**config.mk**
```make
export PLATFORM = sky130hd
export DESIGN_NAME = bus_window_decoder
export DESIGN_NICKNAME = d
export VERILOG_FILES = /design/src/rtl/addr_dec_pkg.sv /design/src/rtl/wdec_capture.sv /design/src/rtl/wdec_window.sv /design/src/rtl/wdec_io_veto.sv /design/src/rtl/bus_window_decoder.sv
export SDC_FILE = /design/constraint.sdc
export NUM_CORES = 1
export LEC_CHECK = 0
export ABC_AREA = 1
export ABC_CLOCK_PERIOD_IN_PS = 3600
export BUFFER_PORTS_ARGS = -buffer_cell sky130_fd_sc_hd__buf_4
export CAP_MARGIN = 20
export CORE_UTILIZATION = 55
export CTS_CLUSTER_DIAMETER = 200
export DETAILED_ROUTE_END_ITERATION = 16
export PLACE_DENSITY = 0.83
export SYNTH_ARGS = -nofsm -noshare
export SYNTH_HDL_FRONTEND = slang
export SYNTH_SLANG_ARGS = --single-unit
```
**constraint.sdc**
```tcl
create_clock -name clk -period 3.6 [get_ports clk]
set_input_delay 0.54 -clock clk [delete_from_list [all_inputs] [get_ports clk]]
set_output_delay 0.54 -clock clk [all_outputs]
set_load 0.01 [all_outputs]
```
**src/rtl/addr_dec_pkg.sv**
```systemverilog
// Shared definitions for the memory window decoder.
// Assumes: straps are steady while a bus cycle is in progress.
package addr_dec_pkg;
    typedef enum logic {
        MODE_NARROW = 1'b0,
        MODE_WIDE   = 1'b1
    } addr_mode_e;

    typedef enum logic {
        SIZE_HALF = 1'b0,
        SIZE_FULL = 1'b1
    } board_size_e;
endpackage

```
**src/rtl/wdec_capture.sv**
```systemverilog
// Detects the rising edge of the address strobe, latches address and I/O
// strobe there, and flags the next cycle as the decode cycle.
// Assumes: strb_i is synchronous to clk.
module wdec_capture #(
    parameter int ADR_W = 22
) (
    input  logic             clk,
    input  logic             rst_n,
    input  logic             strb_i,
    input  logic [ADR_W-1:0] addr_i,
    input  logic             io_i,
    output logic [ADR_W-1:0] cap_addr_o,
    output logic             cap_io_o,
    output logic             pend_o
);
    logic strb_q;
    logic rise;

    // Edge detect on the strobe.
    always_comb rise = strb_i & ~strb_q;

    // Capture address and I/O strobe on the strobe rise.
    always_ff @(posedge clk) begin
        if (!rst_n) begin
            strb_q     <= 1'b0;
            cap_addr_o <= '0;
            cap_io_o   <= 1'b0;
            pend_o     <= 1'b0;
        end else begin
            strb_q <= strb_i;
            pend_o <= rise;
            if (rise) begin
                cap_addr_o <= addr_i;
                cap_io_o   <= io_i;
            end
        end
    end

    AST_CAPTURE_ON_RISE: assert property (@(posedge clk) disable iff (!rst_n)
        $rose(strb_i) |=> (cap_addr_o == $past(addr_i)) && (cap_io_o == $past(io_i)));
endmodule

```
**src/rtl/wdec_window.sv**
```systemverilog
// Combinational window compare: masks the address for the addressing mode,
// compares the row unit against start and size, and derives row and offset.
// Assumes: ROW_W <= ADR_W-OFS_W-1 and NARROW_W > OFS_W.
module wdec_window
    import addr_dec_pkg::*;
#(
    parameter int ADR_W    = 22,
    parameter int OFS_W    = 16,
    parameter int NARROW_W = 18,
    parameter int ROW_W    = 3
) (
    input  logic [ADR_W-1:0]         addr_i,
    input  logic [ADR_W-OFS_W-2:0]   start_i,
    input  logic                     big_i,
    input  logic                     wide_i,
    output logic                     in_win_o,
    output logic [ROW_W-1:0]         row_o,
    output logic [OFS_W-1:0]         ofs_o,
    output logic                     bsel_o
);
    localparam int UNIT_W   = ADR_W - OFS_W - 1;
    localparam int ROWS_MAX = 1 << ROW_W;

    logic [ADR_W-1:0]  eff;
    logic [UNIT_W-1:0] unit;
    logic [UNIT_W:0]   span;
    logic [UNIT_W:0]   limit;
    logic [UNIT_W-1:0] diff;

    // Mode masking; a narrow width at or above the full width masks nothing.
    generate
        if (NARROW_W >= ADR_W) begin : g_no_mask
            always_comb eff = addr_i;
        end else begin : g_mask
            localparam logic [ADR_W-1:0] NMASK =
                {{(ADR_W-NARROW_W){1'b0}}, {NARROW_W{1'b1}}};
            always_comb eff = (addr_mode_e'(wide_i) == MODE_WIDE) ? addr_i : (addr_i & NMASK);
        end
    endgenerate

    // Window bounds, one bit wider so the top end never wraps.
    always_comb begin
        unit     = eff[ADR_W-1:OFS_W+1];
        span     = (board_size_e'(big_i) == SIZE_FULL) ? (UNIT_W+1)'(ROWS_MAX)
                                                       : (UNIT_W+1)'(ROWS_MAX/2);
        limit    = {1'b0, start_i} + span;
        in_win_o = ({1'b0, unit} >= {1'b0, start_i}) && ({1'b0, unit} < limit);
        diff     = unit - start_i;
        row_o    = diff[ROW_W-1:0];
        ofs_o    = eff[OFS_W:1];
        bsel_o   = eff[0];
    end
endmodule

```
**src/rtl/wdec_io_veto.sv**
```systemverilog
// I/O page veto: refuses I/O cycles, except the lower half of the page when
// reclaim is strapped on.
// Assumes: the I/O strobe alone marks the page; IO_LOG2 is the page size in bytes (log2).
module wdec_io_veto #(
    parameter int ADR_W   = 22,
    parameter int IO_LOG2 = 13
) (
    input  logic [ADR_W-1:0] addr_i,
    input  logic             io_i,
    input  logic             reclaim_i,
    output logic             allow_o
);
    // Upper half of the page is always refused.
    always_comb allow_o = !io_i || (reclaim_i && !addr_i[IO_LOG2-1]);
endmodule

```
**src/rtl/bus_window_decoder.sv**
```systemverilog
// Top of the memory window decoder. Captures the cycle, decodes it one
// clock later and holds the result while the strobe stays high.
// Assumes: straps (base, size, mode, reclaim) change only between cycles.
module bus_window_decoder #(
    parameter int ADR_W    = 22,
    parameter int OFS_W    = 16,
    parameter int NARROW_W = 18,
    parameter int IO_LOG2  = 13,
    parameter int ROW_W    = 3
) (
    input  logic                   clk,
    input  logic                   rst_n,
    input  logic                   strb_i,
    input  logic [ADR_W-1:0]       bus_addr_i,
    input  logic                   io_sel_i,
    input  logic [ADR_W-OFS_W-2:0] base_cfg_i,
    input  logic                   big_board_i,
    input  logic                   wide_mode_i,
    input  logic                   reclaim_i,
    output logic                   hit_o,
    output logic [ROW_W-1:0]       row_o,
    output logic [OFS_W-1:0]       word_ofs_o,
    output logic                   byte_sel_o
);
    localparam int ROWS_MAX = 1 << ROW_W;

    logic [ADR_W-1:0] cap_addr;
    logic             cap_io;
    logic             pend;
    logic             in_win;
    logic             allow;
    logic [ROW_W-1:0] row_d;
    logic [OFS_W-1:0] ofs_d;
    logic             bsel_d;

    wdec_capture #(.ADR_W(ADR_W)) u_capture (
        .clk(clk), .rst_n(rst_n), .strb_i(strb_i), .addr_i(bus_addr_i),
        .io_i(io_sel_i), .cap_addr_o(cap_addr), .cap_io_o(cap_io), .pend_o(pend)
    );

    wdec_window #(.ADR_W(ADR_W), .OFS_W(OFS_W), .NARROW_W(NARROW_W), .ROW_W(ROW_W)) u_window (
        .addr_i(cap_addr), .start_i(base_cfg_i), .big_i(big_board_i),
        .wide_i(wide_mode_i), .in_win_o(in_win), .row_o(row_d),
        .ofs_o(ofs_d), .bsel_o(bsel_d)
    );

    wdec_io_veto #(.ADR_W(ADR_W), .IO_LOG2(IO_LOG2)) u_veto (
        .addr_i(cap_addr), .io_i(cap_io), .reclaim_i(reclaim_i), .allow_o(allow)
    );

    // Output register: load on the decode cycle, hold while strobed, clear hit on release.
    always_ff @(posedge clk) begin
        if (!rst_n) begin
            hit_o      <= 1'b0;
            row_o      <= '0;
            word_ofs_o <= '0;
            byte_sel_o <= 1'b0;
        end else if (!strb_i) begin
            hit_o <= 1'b0;
        end else if (pend) begin
            hit_o      <= in_win && allow;
            row_o      <= row_d;
            word_ofs_o <= ofs_d;
            byte_sel_o <= bsel_d;
        end
    end

    AST_HIT_NEEDS_STROBE: assert property (@(posedge clk) disable iff (!rst_n)
        hit_o |-> $past(strb_i));
    AST_HELD_STABLE: assert property (@(posedge clk) disable iff (!rst_n)
        (hit_o && $past(hit_o)) |-> ($stable(row_o) && $stable(word_ofs_o) && $stable(byte_sel_o)));
    AST_SMALL_ROWS: assert property (@(posedge clk) disable iff (!rst_n)
        (hit_o && !big_board_i) |-> (int'(row_o) < ROWS_MAX/2));
    AST_UPPER_IO_VETO: assert property (@(posedge clk) disable iff (!rst_n)
        hit_o |-> !(cap_io && cap_addr[IO_LOG2-1]));
endmodule

```
==> flow_metrics.py <==
metrics = {
    "drt": {
        "dr.pass1.iters": 4,
        "vias": 1718,
        "post_detailed_routing_wire_length_um": 3856,
        "ant_nets": 0,
        "viasPerCell": 4.895,
        "wl_per_cell_um": 10.99,
        "drt-initial-drc-count": 81,
        "drc_errors": 0,
    },
    "sta": {
        "fin_setup_tns_ns": 0,
        "grt_setup_unrepaired": "no",
        "worst-slew-pin-transition_ns": 0.6210,
        "maxClockFrequency_ghz": 0.5617,
        "timing.final.hold_violations": 0,
        "finalSetupViolations": 0,
        "holdWs_ns": 0.3903,
        "worst_slew_margin_rel_pct": 58.56,
        "timing.final.crit_share_pct": 49.45,
        "finalMaxSlewViolations": 0,
        "final.setup_skew_ns": 0.007742,
        "final_period_minus_worst_setup_slack_ns": 1.780,
    },
    "logic_synthesis": {
        "synth-seq-cells": 46,
        "postSynthCellCount": 255,
        "synth.largest_area_cell": "dfxtp_1",
        "synthDistinctLibCells": 15,
        "postSynthAreaPerCell_um2": 7.566,
        "synthDominantCellAreaShare_pct": 47.73,
        "synthesis.yosys.warnings": 0,
        "synth.net_count": 302,
        "yosysSeqAreaShare_pct": 47.73,
        "syn-cell-area_mm2": 0.001929,
        "synth_area_leaders": "dfxtp_1 (48%), nor2_1 (16%), o21ai_0 (11%), ha_1 (7.1%), inv_1 (4.9%)",
    },
    "grt": {
        "grt-ovfl-total": 0,
        "gr_util_all_layers_pct": 22.61,
        "maximum_number_of_pins_on_one_net_before_global_route_repair": 45,
        "first_global_vias": 1393,
        "grt_first_pass_wirelength_um": 6030,
        "antenna_found_initial": 0,
    },
    "clock_network": {
        "cts.repair_timing.setup_buffer_count": 0,
        "hold_buffers": 0,
        "cts_buffers": 5,
        "clock-root-buffer": "clkbuf_4",
        "cts_resized": 0,
        "insertion_delay_ns": 0.36,
        "tritoncts": "yes",
        "h_tree_depth": 2,
        "cts.clk_slew.worst_paths_ns": 0.13,
        "cts.sinks": 46,
        "clock_tree_buf_depth": 2,
    },
    "critical_path": {
        "worst-path-max-fanout": 3,
        "critPathLaunchType": "primary input",
        "critical_path.endpoint_type": "register",
        "critical_path.cell_chain": "buf_4 > inv_1 > ha_1 > fa_1 > inv_1 > ha_1 > nand2_1 > nand2_1 > nand2_1 > nand2_1 > nand2_1 > nand2_1 > a21oi_1",
        "crit_start": "big_board_i",
        "crit_slowest_cell": "fa_1",
        "timing.critical_path.max_delay_family": "adder cells",
        "r2r_start": "u_capture.pend_o",
        "timing.reg2reg.setup_slack_ns": 1.94,
        "critical_path_buf_inv_count": 3,
        "cpPeakStageDelay_ns": 0.48,
        "worstSetupPathType": "primary input to register",
        "critical_path_arrival_ns": 2.07,
        "cp_common_cell": "nand2_1",
        "required_ns": 3.89,
        "r2r_end": "row_o[2]",
        "rr_worst_depth": 4,
    },
    "place": {
        "placement.io_buffers": 54,
        "dp_cells": 344,
        "gp_congestion": 0.7235,
        "dp_hpwl_um": 2699,
        "place_area_mm2": 0.002338,
    },
    "hold_path": {
        "hold_start": "bus_addr_i[16]",
        "whs_path_depth": 3,
        "timing.hold.worst_endpoint": "u_capture.cap_addr_o[16]",
        "holdCritPathClass": "primary input to register",
    },
    "power": {
        "p_total_mw": 0.9367,
        "seq_power_share_pct": 59.2,
        "fraction_of_power_spent_switching_nets_pct": 26.99,
        "clockPowerShare_pct": 24.9,
        "p_int_mw": 0.6839,
        "comb_power_share_pct": 15.9,
        "p_leak_nw": 1.198,
        "vdd_drop_max_mv": 0.3301,
        "pwr_density_cell_mw_per_mm2": 392.4,
        "p_sw_mw": 0.2528,
    },
    "final_layout": {
        "fillers": 289,
        "layout_stage_area_growth_over_the_synthesis_result_pct": 23.74,
        "leading_cell_type_in_the_layout_fill_and_taps_excluded": "nor2_1",
        "post_layout_nonfiller_instances": 351,
        "layout_cell_share_with_drive_strength_beyond_1_pct": 20.33,
        "final_cell_area_mm2": 0.002387,
        "diodes": 0,
        "layout.nets": 352,
        "mostFrequentLayoutCells": "nor2_1 (81), buf_4 (54), dfxtp_1 (46), o21ai_0 (42), inv_1 (25)",
    },
    "outcome": {
        "status": "completed",
    },
    "floorplanning": {
        "core_mm2": 0.003337,
        "floorplan.initialDensity_pct": 57.82,
        "dieArea_mm2": 0.003749,
        "num_rows": 21,
        "num_io_pins": 55,
        "fp.dieH_um": 61.23,
        "die_width_um": 61.23,
    },
    "run": {
        "drv.max_cap_violation_count": 0,
    },
}
## worst max path at each step
stage / to / slack (ns) / cells past startpoint
finish: hit_o / 1.82 / 13
global route: row_o[2] / 1.66 / 4
CTS: hit_o / 1.83 / 13
detailed placement: hit_o / 1.46 / 13
global placement: hit_o / 1.51 / 13
floorplan: hit_o / 1.65 / 12
## flip-flops by register name (all words and copies together), names as in the netlist
register and flops:
hit_o 1, word_ofs_o 16, u_capture.cap_io_o 1, row_o 3, byte_sel_o 1, u_capture.pend_o 1
u_capture.strb_q 1, u_capture.cap_addr_o 22
## through the flow
stage	worst slack [ns]	utilization, %
2_1_floorplan	1.654	-
3_3_place_gp	1.506	70.08
3_5_place_dp	1.458	70.08
4_1_cts	1.832	71.54
5_1_grt	1.664	71.54
6_report	1.820	71.54
## power groups by stage
| stage | Combinational (mW) | Sequential [mW] | Clock (mW) |
|---|---|---|---|
| 2_1_floorplan | 0.0838 | 0.568 | 0 |
| 3_3_place_gp | 0.145 | 0.565 | 0 |
| 3_5_place_dp | 0.150 | 0.566 | 0 |
| 4_1_cts | 0.151 | 0.555 | 0.234 |
| 5_1_grt | 0.170 | 0.559 | 0.264 |
| 6_report | 0.149 | 0.555 | 0.233 |
## cell families after synthesis
kind of cell	Yosys count	synth area share, %
and+or+nand+nor	105	20.82
buffers and inverters	37	7.847
adders and majority gates	13	9.209
DFF	46	47.73
xor gates and xnor gates	2	0.9081
AOI/OAI and AO/OA	52	13.49
## synthesized netlist by cell type, drive strengths merged
cell type / n
o21ai: 45
ha: 11
xnor2: 2
dfxtp: 46
buf: 6
nor2: 82
nand2: 23
clkbuf: 5
a21oi: 7
fa: 2
inv: 26
## worst min-delay path, cell delays in order
cell and delay (ns):
buf_4 0.08, nor2_1 0.03, nor2_1 0.08
## per-layer routing
layer | routed length (µm) | vias up | global-route usage [%] | part of all wire, %
met1 | 1676 | 761 | 26.29 | 43
met5 | 0 | - | 0 | 0
met3 | 198 | 9 | 6.933 | 5.1
li1 | - | 897 | - | -
met2 | 1909 | 51 | 38.82 | 50
met4 | 71 | 0 | 9.091 | 1.8
## final cells by class
type | count | area [µm²] | share of cell area, %
Tap cell | 46 | 57.56 | 2.411
Timing Repair Buffer | 54 | 405.4 | 16.98
Clock buffer | 6 | 41.29 | 1.730
Clock inverter | 1 | 7.507 | 0.3145
Inverter | 26 | 97.59 | 4.088
Sequential cell | 46 | 920.9 | 38.57
Multi-Input combinational cell | 172 | 857.1 | 35.90
Note: power is estimated with default switching activity, not from simulation.
